--- src/rtl/wf_pkg.sv ---
package wf_pkg;

  // Column visited by row i at unrolled step s when diagonal p leads.
  function automatic int unsigned diag_col(int unsigned p, int unsigned s,
                                           int unsigned i, int unsigned n);
    return (p + s + n - i) % n;
  endfunction

  // Next priority diagonal with wrap at n.
  function automatic int unsigned wrap_inc(int unsigned p, int unsigned n);
    return (p + 1 >= n) ? 0 : p + 1;
  endfunction

endpackage

--- src/rtl/wf_prio_ptr.sv ---
module wf_prio_ptr #(
  parameter int N  = 4,
  localparam int PW = (N > 1) ? $clog2(N) : 1
) (
  input  logic          clk,
  input  logic          rst,
  input  logic          adv_i,
  output logic [PW-1:0] prio_o
);
  import wf_pkg::*;

  always_ff @(posedge clk) begin
    if (rst)
      prio_o <= '0;
    else if (adv_i)
      prio_o <= PW'(wrap_inc(int'(prio_o), N));
  end

endmodule

--- src/rtl/wf_array.sv ---
module wf_array #(
  parameter int N  = 4,
  localparam int PW = (N > 1) ? $clog2(N) : 1,
  localparam int NN = N * N
) (
  input  logic [PW-1:0] prio_i,
  input  logic [NN-1:0] req_i,
  output logic [NN-1:0] gnt_o,
  output logic          any_o
);
  import wf_pkg::*;

  logic [N-1:0] row_tok;
  logic [N-1:0] col_tok;

  // Unrolled wave: step s visits diagonal (prio+s) mod N; each row
  // touches exactly one column per step, so rows in a step never collide.
  always_comb begin
    row_tok = '1;
    col_tok = '1;
    gnt_o   = '0;
    for (int s = 0; s < N; s++) begin
      for (int i = 0; i < N; i++) begin
        int unsigned jj;
        jj = diag_col(int'(prio_i), s, i, N);
        if (req_i[i*N + jj] && row_tok[i] && col_tok[jj]) begin
          gnt_o[i*N + jj] = 1'b1;
          row_tok[i]      = 1'b0;
          col_tok[jj]     = 1'b0;
        end
      end
    end
    any_o = |gnt_o;
  end

endmodule

--- src/rtl/wavefront_alloc.sv ---
module wavefront_alloc #(
  parameter int N  = 4,
  localparam int PW = (N > 1) ? $clog2(N) : 1,
  localparam int NN = N * N
) (
  input  logic          clk,
  input  logic          rst,
  input  logic [NN-1:0] req_i,
  output logic [NN-1:0] grant_o
);

  logic [PW-1:0] prio_q;
  logic [NN-1:0] gnt_c;
  logic          any_c;

  wf_array #(.N(N)) array_i (
    .prio_i (prio_q),
    .req_i  (req_i),
    .gnt_o  (gnt_c),
    .any_o  (any_c)
  );

  wf_prio_ptr #(.N(N)) ptr_i (
    .clk    (clk),
    .rst    (rst),
    .adv_i  (any_c),
    .prio_o (prio_q)
  );

  always_ff @(posedge clk) begin
    if (rst) grant_o <= '0;
    else     grant_o <= gnt_c;
  end

endmodule

--- config.mk ---
export PLATFORM = sky130hd
export DESIGN_NAME = wavefront_alloc
export DESIGN_NICKNAME = d
export VERILOG_FILES = /design/src/rtl/wf_pkg.sv /design/src/rtl/wf_prio_ptr.sv /design/src/rtl/wf_array.sv /design/src/rtl/wavefront_alloc.sv
export SDC_FILE = /design/constraint.sdc
export NUM_CORES = 1
export LEC_CHECK = 0
export BUFFER_PORTS_ARGS = -buffer_cell sky130_fd_sc_hd__buf_2
export CORE_MARGIN = 2
export CORE_UTILIZATION = 60
export DETAILED_ROUTE_END_ITERATION = 6
export PLACE_DENSITY_LB_ADDON = 0.05
export SLEW_MARGIN = 5
export SYNTH_ARGS = -nofsm -noshare
export SYNTH_HDL_FRONTEND = slang
export SYNTH_SLANG_ARGS = --single-unit
--- constraint.sdc ---
create_clock -name clk -period 18.5 [get_ports clk]
set_input_delay 1.85 -clock clk [delete_from_list [all_inputs] [get_ports clk]]
set_output_delay 1.85 -clock clk [all_outputs]
set_load 0.005 [all_outputs]
==> results of run 1 <==
cells in the final DEF (no fill, tap or decap), drive strengths merged, types with 4 or more instances in the layout:
cell type / instances
nand3: 16
ha: 8
clkbuf: 4
a211oi: 4
or2: 5
nor2: 41
mux2i: 8
a21boi: 8
o21a: 8
a31oi: 10
nor3: 16
a31o: 5
a21o: 10
dfxtp: 18
o31ai: 12
inv: 11
o21ai: 18
a2111oi: 6
or2b: 5
mux4: 8
o211ai: 5
a21oi: 25
nand2b: 4
a211o: 9
a222oi: 4
and2: 9
nor2b: 4
nand4: 10
a221o: 4
and3: 5
o2bb2ai: 5
buf: 41
nand2: 61
state kept, by name (all words and copies together), names as in the netlist:
| name | flops |
|---|---|
| grant_o | 16 |
| ptr_i.prio_o | 2 |
worst max-delay path, delay by kind of cell (launching register included):
kind	cells	cell delay, ns
buffers and inverters	2	0.84
AO/OA/AOI/OAI	17	5.80
adder cells (fa/ha/maj)	1	0.60
multiplexers	2	0.69
AND/OR/NAND/NOR	7	1.56
flip-flops	1	0.31
worst paths after layout:
check / startpoint / to / depth (start not counted) / slack (ns)
worst min register to register: ptr_i.prio_o[1]$_SDFFE_PP0P_ / ptr_i.prio_o[1]$_SDFFE_PP0P_ / 3 / 0.77
worst max-delay path: ptr_i.prio_o[0]$_SDFFE_PP0P_ / ptr_i.prio_o[1]$_SDFFE_PP0P_ / 29 / 8.50
worst max register to register: ptr_i.prio_o[0]$_SDFFE_PP0P_ / ptr_i.prio_o[1]$_SDFFE_PP0P_ / 29 / 8.50
worst min-delay path: ptr_i.prio_o[1]$_SDFFE_PP0P_ / ptr_i.prio_o[1]$_SDFFE_PP0P_ / 3 / 0.77
layout make-up:
class                           count  area share
Tap cell                           75      0.0249
Timing Repair Buffer               41      0.0598
Clock buffer                        4      0.0146
Inverter                           12      0.0126
Sequential cell                    18      0.0960
Multi-Input combinational cell    389       0.792
synthesized netlist by cell type, types with 8 or more instances:
cell type and count:
sky130_fd_sc_hd__nand2_1 60, sky130_fd_sc_hd__a21oi_1 23, sky130_fd_sc_hd__ha_1 8, sky130_fd_sc_hd__nand4_1 9
sky130_fd_sc_hd__dfxtp_1 18, sky130_fd_sc_hd__nor2_1 39, sky130_fd_sc_hd__o21ai_0 9, sky130_fd_sc_hd__clkbuf_8 21
sky130_fd_sc_hd__nand3_1 15, sky130_fd_sc_hd__inv_1 10, sky130_fd_sc_hd__a31oi_1 9, sky130_fd_sc_hd__nor3_1 12
metal layers:
metal / GRT usage / part of all wire / wire length [um] / vias up
met5: 0 / 0 / 0 / -
met4: 0.179 / 0.055 / 705 / 0
met3: 0.0775 / 0.14 / 1790 / 67
met2: 0.540 / 0.42 / 5470 / 353
met1: 0.492 / 0.38 / 4960 / 1926
li1: - / - / - / 1800
through the flow:
| stage | cells | util | area [sq um] | worst slack, ns |
|---|---|---|---|---|
| finish | 539 | 0.629 | 3770 | 8.50 |
| global route | 539 | 0.629 | 3770 | 8.22 |
| CTS | 539 | 0.629 | 3770 | 8.94 |
| detailed placement | 535 | 0.620 | 3710 | 8.79 |
| global placement | 535 | 0.620 | 3710 | 8.83 |
| floorplan | 451 | - | 3760 | 10.79 |
cell families (layout without fill, tap and decap cells):
family,count (synthesis),in the layout
and+or+nand+nor,193,193
AOI/OAI and AO/OA,172,172
buffers and inverters,44,57
DFF,18,18
muxes,16,16
adders and majority gates,8,8
==> key figures, run 1 <==
Placed design
  • Number of input and output port buffers inserted: 33
  • Post-DP HPWL: 9.70 mm
  • Final weighted congestion in routability-driven placement: 0.983

Die
  • Effective utilization at floorplan: 0.628
  • Core outline area: 0.00599 sq mm
  • FP Rows: 28
  • Height of the die: 83.2 um
  • Total I/O pin count: 34
  • Die span in x: 83.2 um
  • Area of the die: 0.00692 sq mm

Clock tree
  • H-tree depth reported by CTS: 1
  • Clock input transition at the sequential cells of the worst setup and hold paths: 0.06 ns
  • Buffers from clock root to sink, at most: 2
  • Number of clock sinks: 18
  • Setup fix buffers added after clock tree synthesis: 0
  • Post-cts hold buffer count: 0
  • CTS tree: done
  • Cell at the root of the clock tree: sky130_fd_sc_hd__clkbuf_8
  • TritonCTS Buffers: 3
  • Clock insertion delay at the later pin of the skew report: 0.25 ns
  • # resized after CTS: 0

Drt
  • Wire length per cell: 24.0 um
  • Wire length after detailed routing: 12.9 mm
  • Vias per inst: 7.69
  • Violation count after the first detailed-routing iteration: 574
  • Number of iterations in the first detailed-routing pass: 5
  • Count of vias placed by the detailed router: 4,146
  • Number of remaining DRC errors: 0
  • Routed Antenna Nets: 0

Critical path
  • Crit path required time: 18.62 ns
  • Type of the setup path with the least slack: reg -> reg
  • Largest stage delay on the critical path: 0.93 ns
  • Sort of element at the start of the critical path: flip-flop
  • Nature of the critical path endpoint: flip-flop
  • Cell with the largest stage delay on the worst path: sky130_fd_sc_hd__a2111oi_0
  • Largest fanout on the critical path: 58
  • Worst endpoint data arrival time: 10.12 ns

Yosys
  • Xor/xnor cell area share of the yosys netlist: 0
  • Number of distinct library cells after synthesis: 116
  • Arithmetic-cell share of the synthesized area counting full adders, half adders and majority gates: 0.0266
  • Top FF cell, synth: sky130_fd_sc_hd__dfxtp_1
  • Area share of the largest cell type after synthesis: 0.0957
  • Ranking of synthesized cells by area: sky130_fd_sc_hd__dfxtp_1 9.6%, sky130_fd_sc_hd__clkbuf_8 7.7%, sky130_fd_sc_hd__nand2_1 6.0%
  • Net count of the mapped netlist: 477
  • Warnings, synthesis: 0
  • Dominant combinational cell family by area after synthesis: compound AO/OA/AOI/OAI gates
  • Cell type contributing the most total cell area after synthesis: sky130_fd_sc_hd__dfxtp_1
  • Area share of and/or/nand/nor cells after synthesis: 0.269
  • Cells after Synth: 451
  • Post-synth design cell area: 0.00376 sq mm
  • Number of enable-type register cells in the synthesized netlist: 0
  • Synth Register Bits: 18
  • Share of synthesized area spent on multiplexers: 0.0764
  • Post-synthesis area per instance: 8.35 sq um
  • Share of the synthesized area in compound gates (AO/OA/AOI/OAI): 0.421
  • Ys async rst share: 0
  • Sequential fraction of the synthesis area: 0.0957

Cells and area
  • Multi-input combinational cell area: 0.00298 sq mm
  • # nets final: 491
  • Sequential cell area: 362 sq um
  • Share of final-layout standard cells stronger than drive strength 1: 0.306
  • Ant. Diodes: 0
  • Area growth from synthesis to layout: 0.0664%
  • Filler Cells Inserted: 555

GRT
  • Number of global-route vias before repair: 3,759
  • Maximum number of pins on one net before global-route repair: 59
  • Total routing usage reported by global routing: 0.362
  • Antenna violations before repair: 0
  • Total gr overflow: 0
  • First-pass GRT wire length: 20.2 mm

Timing
  • Clock skew: 0.00356 ns
  • Part of the cycle the worst path needs: 0.541
  • Headroom to the max-slew limit: 0.193
  • Transition time of the tightest slew-check pin: 1.18 ns
  • Final min period: 10.00 ns
  • Final Max Tran Viols: 0
  • Highest achievable clock rate: 0.100 GHz
  • Setup repair after global routing missed its margin: false
  • Final-layout setup total negative slack: 0 ns
  • Final number of setup-violating endpoints: 0
  • Final number of hold-violating endpoints: 0
  • Hold WS: 0.765 ns

Hold path
  • Class of the most critical hold timing path: reg -> reg

Job
  • Number of violations of the max-capacitance limit: 0

Status
  • Run status: completed
Power of run 1 is left out: the tool's default activity adds up to more than one toggle a clock period on the data nets, which glitch-free logic cannot reach.
==> inputs of run 2 (changes only) <==
==> constraint.sdc (replaced) <==
create_clock -name clk -period 9.7 [get_ports clk]
set_input_delay 0.97 -clock clk [delete_from_list [all_inputs] [get_ports clk]]
set_output_delay 0.97 -clock clk [all_outputs]
set_load 0.005 [all_outputs]
==> run 2 against run 1 <==
Net effect:
- critical path depth fell by 1
- flip-flop and latch count stayed put
- register-to-register slack got worse by 7.9 ns
- fmax grew 9.9%
- design area is 0.37% lower
- non-clock buffer count stayed put
- die area did not move
- routed wire length is 4.3% lower
- clock-buffer cell count is 1 lower
- sequential share of layout area barely moved
==> key figures, run 2 (same netlist as run 1, synthesis figures left out) <==
Status
  • Run status: completed (unchanged)

Critical path
  • Reg-to-Reg End: ptr_i.prio_o[1]$_SDFFE_PP0P_ (unchanged)
  • Nature of the critical path endpoint: flip-flop (unchanged)
  • Largest stage delay on the critical path: 0.85 ns (was 0.93 ns)
  • Slack of the worst reg-to-reg path: 0.60 ns (was 8.50 ns)
  • Largest delay share family, worst path: compound AO/OA/AOI/OAI gates (unchanged)
  • Cell with the largest stage delay on the worst path: sky130_fd_sc_hd__a2111oi_0 (unchanged)
  • Crit path required time: 9.82 ns (was 18.62 ns)
  • Buffers plus inverters on the worst setup path: 1 (was 2)
  • Largest fanout on the critical path: 18 (was 58)
  • Sort of element at the start of the critical path: flip-flop (unchanged)
  • Dominant cell type by count on the critical path: sky130_fd_sc_hd__o31ai_2
  • Type of the setup path with the least slack: reg -> reg (unchanged)
  • Beginning of the worst register-to-register path: ptr_i.prio_o[1]$_SDFFE_PP0P_ (was ptr_i.prio_o[0]$_SDFFE_PP0P_)
  • Worst endpoint data arrival time: 9.23 ns (was 10.12 ns)
  • Cell depth of the worst flop-to-flop path: 28 (was 29)

Die
  • Effective utilization at floorplan: 0.628 (unchanged)
  • Core outline area: 0.00599 sq mm (unchanged)
  • Total I/O pin count: 34 (unchanged)
  • Height of the die: 83.2 um (unchanged)
  • FP Rows: 28 (unchanged)
  • Area of the die: 0.00692 sq mm (unchanged)
  • Die span in x: 83.2 um (unchanged)

Timing
  • Part of the cycle the worst path needs: 0.939 (was 0.541)
  • Transition time of the tightest slew-check pin: 1.09 ns (was 1.18 ns)
  • Setup repair after global routing missed its margin: false (unchanged)
  • Clock skew: 0.00156 ns (was 0.00356 ns)
  • Final min period: 9.10 ns (was 10.00 ns)
  • Final number of hold-violating endpoints: 0 (unchanged)
  • Final Max Tran Viols: 0 (unchanged)
  • Final number of setup-violating endpoints: 0 (unchanged)
  • Hold WS: 0.764 ns (was 0.765 ns)
  • Highest achievable clock rate: 0.110 GHz (was 0.100 GHz)
  • Headroom to the max-slew limit: 0.257 (was 0.193)
  • Final-layout setup total negative slack: 0 ns (unchanged)

Clock tree
  • Post-cts hold buffer count: 0 (unchanged)
  • Clock input transition at the sequential cells of the worst setup and hold paths: 0.06 ns (about the same)
  • Clock insertion delay at the later pin of the skew report: 0.25 ns (about the same)
  • Buffers from clock root to sink, at most: 2 (unchanged)
  • H-tree depth reported by CTS: 1 (unchanged)
  • TritonCTS Buffers: 3 (unchanged)
  • Number of clock sinks: 18 (unchanged)
  • # resized after CTS: 0 (unchanged)
  • Setup fix buffers added after clock tree synthesis: 0 (unchanged)
  • CTS tree: done (unchanged)
  • Cell at the root of the clock tree: sky130_fd_sc_hd__clkbuf_8 (unchanged)

GRT
  • Antenna violations before repair: 0 (unchanged)
  • Total routing usage reported by global routing: 0.357 (was 0.362)
  • Maximum number of pins on one net before global-route repair: 58 (was 59)
  • Total gr overflow: 0 (unchanged)
  • Number of global-route vias before repair: 3,688 (was 3,759)
  • First-pass GRT wire length: 20.1 mm (was 20.2 mm)

Drt
  • Number of remaining DRC errors: 0 (unchanged)
  • Vias per inst: 7.34 (was 7.69)
  • Routed Antenna Nets: 0 (unchanged)
  • Count of vias placed by the detailed router: 3,949 (was 4,146)
  • Wire length after detailed routing: 12.4 mm (was 12.9 mm)
  • Violation count after the first detailed-routing iteration: 613 (was 574)
  • Wire length per cell: 23.0 um (was 24.0 um)
  • Number of iterations in the first detailed-routing pass: 6 (was 5)

Hold path
  • Min-Delay Endpoint: ptr_i.prio_o[1]$_SDFFE_PP0P_ (unchanged)
  • Class of the most critical hold timing path: reg -> reg (unchanged)
  • Worst hold path stage count: 3 (unchanged)
  • Hold path startpoint: ptr_i.prio_o[1]$_SDFFE_PP0P_ (unchanged)

Cells and area
  • Final cell count without fillers: 538 (was 539)
  • Share of final-layout standard cells stronger than drive strength 1: 0.305 (was 0.306)
  • # nets final: 491 (unchanged)
  • Commonest non-fill, non-tap cell in the layout: sky130_fd_sc_hd__nand2_1 (unchanged)
  • Ant. Diodes: 0 (unchanged)
  • Largest registers ranked by flip-flop count: grant_o: 16 flops, ptr_i.prio_o: 2 flops (unchanged)
  • Max reg flops: 16 (unchanged)
  • Area growth from synthesis to layout: -0.299% (was 0.0664%)
  • Commonest non-fill, non-tap cells in the layout: 60 x sky130_fd_sc_hd__nand2_1, 39 x sky130_fd_sc_hd__nor2_1, 33 x sky130_fd_sc_hd__buf_2 (unchanged)
  • Reg with most FFs: grant_o (unchanged)
  • Post-route cell area: 0.00375 sq mm (was 0.00377 sq mm)
  • Filler Cells Inserted: 543 (was 555)

Placed design
  • Post-DP HPWL: 9.44 mm (was 9.70 mm)
  • Final weighted congestion in routability-driven placement: 1.11 (was 0.983)
  • Number of input and output port buffers inserted: 33 (unchanged)
  • Inst Count DP: 535 (unchanged)
  • Instance area after placement: 0.00371 sq mm (unchanged)

Job
  • Number of violations of the max-capacitance limit: 0 (unchanged)
[run 2: per-layer routing]
layer	vias to the layer above	share of wire	global-route usage	wire length [um]
li1	1793	-	-	-
met1	1793	0.40	0.496	4990
met2	314	0.43	0.516	5280
met3	49	0.12	0.0855	1540
met4	0	0.046	0.170	570
met5	-	0	0	0
[run 2: worst reg2reg max path: cells and delay by family, from the launching register on]
| kind | cells | cell delay, ns |
|---|---|---|
| compound gates | 17 | 5.75 |
| mux | 2 | 0.68 |
| fa+ha+maj | 1 | 0.55 |
| buf+inv | 1 | 0.20 |
| simple gates | 7 | 1.48 |
| flops | 1 | 0.33 |
[run 2: how the worst max path moves through the flow]
stage | from | to | slack (ns) | cells after the start
2_1_floorplan | ptr_i.prio_o[0]$_SDFFE_PP0P_ | ptr_i.prio_o[1]$_SDFFE_PP0P_ | 2.62 | 31
3_3_place_gp | ptr_i.prio_o[1]$_SDFFE_PP0P_ | ptr_i.prio_o[1]$_SDFFE_PP0P_ | 0.95 | 28
5_1_grt | ptr_i.prio_o[1]$_SDFFE_PP0P_ | ptr_i.prio_o[1]$_SDFFE_PP0P_ | 0.13 | 28
6_report | ptr_i.prio_o[1]$_SDFFE_PP0P_ | ptr_i.prio_o[1]$_SDFFE_PP0P_ | 0.60 | 28
3_5_place_dp | ptr_i.prio_o[1]$_SDFFE_PP0P_ | ptr_i.prio_o[1]$_SDFFE_PP0P_ | 0.93 | 28
4_1_cts | ptr_i.prio_o[1]$_SDFFE_PP0P_ | ptr_i.prio_o[1]$_SDFFE_PP0P_ | 0.90 | 28
[run 2: through the flow]
stage               utilization  setup WS (ns)
CTS                       0.627          0.903
global placement          0.620          0.946
floorplan                     -           2.62
global route              0.627          0.134
detailed placement        0.620          0.926
finish                    0.627          0.596
[run 2: layout make-up]
| class | instances | area [sq um] | area share |
|---|---|---|---|
| tap | 75 | 93.8 | 0.0250 |
| timing repair buffer | 41 | 225 | 0.0600 |
| sequential | 18 | 362 | 0.0963 |
| clock buffer | 3 | 41.3 | 0.0110 |
| inverter | 12 | 47.5 | 0.0127 |
| multi-input combinational | 389 | 2980 | 0.795 |
Power of run 2 is left out for the same reason.
==> inputs of run 3 (changes only) <==
--- a/config.mk
+++ b/config.mk
@@ -8,8 +8,9 @@
 export BUFFER_PORTS_ARGS = -buffer_cell sky130_fd_sc_hd__buf_2
 export CORE_MARGIN = 2
 export CORE_UTILIZATION = 60
+export CTS_BUF_LIST = sky130_fd_sc_hd__clkbuf_8
 export DETAILED_ROUTE_END_ITERATION = 6
-export PLACE_DENSITY_LB_ADDON = 0.05
+export PLACE_DENSITY = 0.8
 export SLEW_MARGIN = 5
 export SYNTH_ARGS = -nofsm -noshare
 export SYNTH_HDL_FRONTEND = slang
==> run 3 against run 2 <==
Net effect:
- sequential share of layout area is essentially flat
- largest cell class unchanged
- register-to-register slack gained 0.04 ns
- design area grew 0.37%
- clock-buffer cell count grew 1
==> key figures, run 3 (same netlist as run 1, synthesis figures left out) <==
Hold path
  • Hold path startpoint: ptr_i.prio_o[1]$_SDFFE_PP0P_ (unchanged)
  • Min-Delay Endpoint: ptr_i.prio_o[1]$_SDFFE_PP0P_ (unchanged)
  • Class of the most critical hold timing path: reg -> reg (unchanged)
  • Worst hold path stage count: 3 (unchanged)

Critical path
  • Slack of the worst reg-to-reg path: 0.64 ns (was 0.60 ns)
  • Crit path required time: 9.82 ns (about the same)
  • Reg-to-Reg End: ptr_i.prio_o[1]$_SDFFE_PP0P_ (unchanged)
  • Cell with the largest stage delay on the worst path: sky130_fd_sc_hd__a2111oi_0 (unchanged)
  • Beginning of the worst register-to-register path: ptr_i.prio_o[1]$_SDFFE_PP0P_ (unchanged)
  • Largest stage delay on the critical path: 0.63 ns (was 0.85 ns)
  • Sort of element at the start of the critical path: flip-flop (unchanged)
  • Worst endpoint data arrival time: 9.18 ns (was 9.23 ns)
  • Nature of the critical path endpoint: flip-flop (unchanged)
  • Type of the setup path with the least slack: reg -> reg (unchanged)
  • Largest fanout on the critical path: 19 (was 18)
  • Dominant cell type by count on the critical path: sky130_fd_sc_hd__nand2_1 (was sky130_fd_sc_hd__o31ai_2)
  • Cell depth of the worst flop-to-flop path: 29 (was 28)

Placed design
  • Number of input and output port buffers inserted: 33 (unchanged)
  • Final weighted congestion in routability-driven placement: 1.09 (was 1.11)
  • Post-DP HPWL: 9.79 mm (was 9.44 mm)
  • Inst Count DP: 535 (unchanged)

Die
  • Die span in x: 83.2 um (unchanged)
  • Effective utilization at floorplan: 0.628 (unchanged)
  • FP Rows: 28 (unchanged)
  • Core outline area: 0.00599 sq mm (unchanged)
  • Area of the die: 0.00692 sq mm (unchanged)
  • Height of the die: 83.2 um (unchanged)
  • Total I/O pin count: 34 (unchanged)

Job
  • Number of violations of the max-capacitance limit: 0 (unchanged)

GRT
  • Total routing usage reported by global routing: 0.367 (was 0.357)
  • Total gr overflow: 0 (unchanged)
  • First-pass GRT wire length: 20.6 mm (was 20.1 mm)
  • Number of global-route vias before repair: 3,708 (was 3,688)
  • Maximum number of pins on one net before global-route repair: 58 (unchanged)
  • Antenna violations before repair: 0 (unchanged)

Clock tree
  • Clock input transition at the sequential cells of the worst setup and hold paths: 0.06 ns (about the same)
  • CTS tree: done (unchanged)
  • Cell at the root of the clock tree: sky130_fd_sc_hd__clkbuf_8 (unchanged)
  • TritonCTS Buffers: 3 (unchanged)
  • # resized after CTS: 0 (unchanged)
  • Clock insertion delay at the later pin of the skew report: 0.25 ns (about the same)
  • H-tree depth reported by CTS: 1 (unchanged)
  • Setup fix buffers added after clock tree synthesis: 0 (unchanged)
  • Number of clock sinks: 18 (unchanged)
  • Post-cts hold buffer count: 0 (unchanged)
  • Buffers from clock root to sink, at most: 2 (unchanged)

Cells and area
  • Area growth from synthesis to layout: 0.0664% (was -0.299%)
  • # nets final: 491 (unchanged)
  • Share of final-layout standard cells stronger than drive strength 1: 0.306 (was 0.305)
  • Reg with most FFs: grant_o (unchanged)
  • Max reg flops: 16 (unchanged)
  • Commonest non-fill, non-tap cell in the layout: sky130_fd_sc_hd__nand2_1 (unchanged)
  • Largest registers ranked by flip-flop count: grant_o: 16 flops, ptr_i.prio_o: 2 flops (unchanged)
  • Ant. Diodes: 0 (unchanged)
  • Final cell count without fillers: 539 (was 538)
  • Commonest non-fill, non-tap cells in the layout: 60 x sky130_fd_sc_hd__nand2_1, 39 x sky130_fd_sc_hd__nor2_1, 33 x sky130_fd_sc_hd__buf_2 (unchanged)

Drt
  • Count of vias placed by the detailed router: 4,103 (was 3,949)
  • Wire length per cell: 24.2 um (was 23.0 um)
  • Wire length after detailed routing: 13.1 mm (was 12.4 mm)
  • Violation count after the first detailed-routing iteration: 670 (was 613)
  • Met1 Wirelength: 5.04 mm (was 4.99 mm)
  • Vias per inst: 7.61 (was 7.34)
  • Met3 wire length: 1.93 mm (was 1.54 mm)
  • Number of iterations in the first detailed-routing pass: 6 (unchanged)
  • Number of remaining DRC errors: 0 (unchanged)
  • Highest routing layer actually used: met4 (unchanged)
  • Routed Antenna Nets: 0 (unchanged)
  • Met2 wire length: 5.45 mm (was 5.28 mm)

Timing
  • Clock skew: 0.000602 ns (was 0.00156 ns)
  • Final-layout setup total negative slack: 0 ns (unchanged)
  • Final min period: 9.06 ns (was 9.10 ns)
  • Final Max Tran Viols: 0 (unchanged)
  • Setup repair after global routing missed its margin: false (unchanged)
  • Headroom to the max-slew limit: 0.354 (was 0.257)
  • Final number of setup-violating endpoints: 0 (unchanged)
  • Transition time of the tightest slew-check pin: 0.956 ns (was 1.09 ns)
  • Final number of hold-violating endpoints: 0 (unchanged)
  • Part of the cycle the worst path needs: 0.934 (was 0.939)
  • Highest achievable clock rate: 0.110 GHz (about the same)

Status
  • Run status: completed (unchanged)
[run 3: how the worst max path moves through the flow]
stage | start | endpoint | slack [ns]
after floorplan | ptr_i.prio_o[0]$_SDFFE_PP0P_ | ptr_i.prio_o[1]$_SDFFE_PP0P_ | 2.62
after global placement | ptr_i.prio_o[1]$_SDFFE_PP0P_ | ptr_i.prio_o[1]$_SDFFE_PP0P_ | 1.29
after detailed placement | ptr_i.prio_o[1]$_SDFFE_PP0P_ | ptr_i.prio_o[1]$_SDFFE_PP0P_ | 1.04
after CTS | ptr_i.prio_o[1]$_SDFFE_PP0P_ | ptr_i.prio_o[1]$_SDFFE_PP0P_ | 1.02
after global routing | ptr_i.prio_o[1]$_SDFFE_PP0P_ | ptr_i.prio_o[1]$_SDFFE_PP0P_ | 0.27
final | ptr_i.prio_o[1]$_SDFFE_PP0P_ | ptr_i.prio_o[1]$_SDFFE_PP0P_ | 0.64
[run 3: layout make-up]
type	instances	area [sq um]
Multi-Input combinational cell	389	2980
Tap cell	75	93.8
Inverter	12	47.5
Timing Repair Buffer	41	225
Fill cell	532	2220
Clock buffer	4	55.1
Sequential cell	18	362
[run 3: worst max-delay path: cells and delay by family, from the launching register on]
| kind | cells | cell delay (ns) |
|---|---|---|
| muxes | 2 | 0.55 |
| adders and majority gates | 1 | 0.44 |
| DFF | 1 | 0.31 |
| and+or+nand+nor | 7 | 1.34 |
| AOI/OAI and AO/OA | 17 | 5.74 |
| buffers and inverters | 2 | 0.51 |
[run 3: routing by layer]
metal,vias up,GRT usage
met4,0,0.146
met2,356,0.551
met1,1881,0.506
met3,62,0.0855
li1,1804,-
met5,-,0
[run 3: through the flow]
step	setup slack, ns	instance area [sq um]	utilization	hold slack (ns)
2_1_floorplan	2.62	3760	-	0.815
3_3_place_gp	1.29	3710	0.620	0.729
3_5_place_dp	1.04	3710	0.620	0.735
4_1_cts	1.02	3770	0.629	0.745
5_1_grt	0.270	3770	0.629	0.794
6_report	0.640	3770	0.629	0.758
Power of run 3 is left out for the same reason.
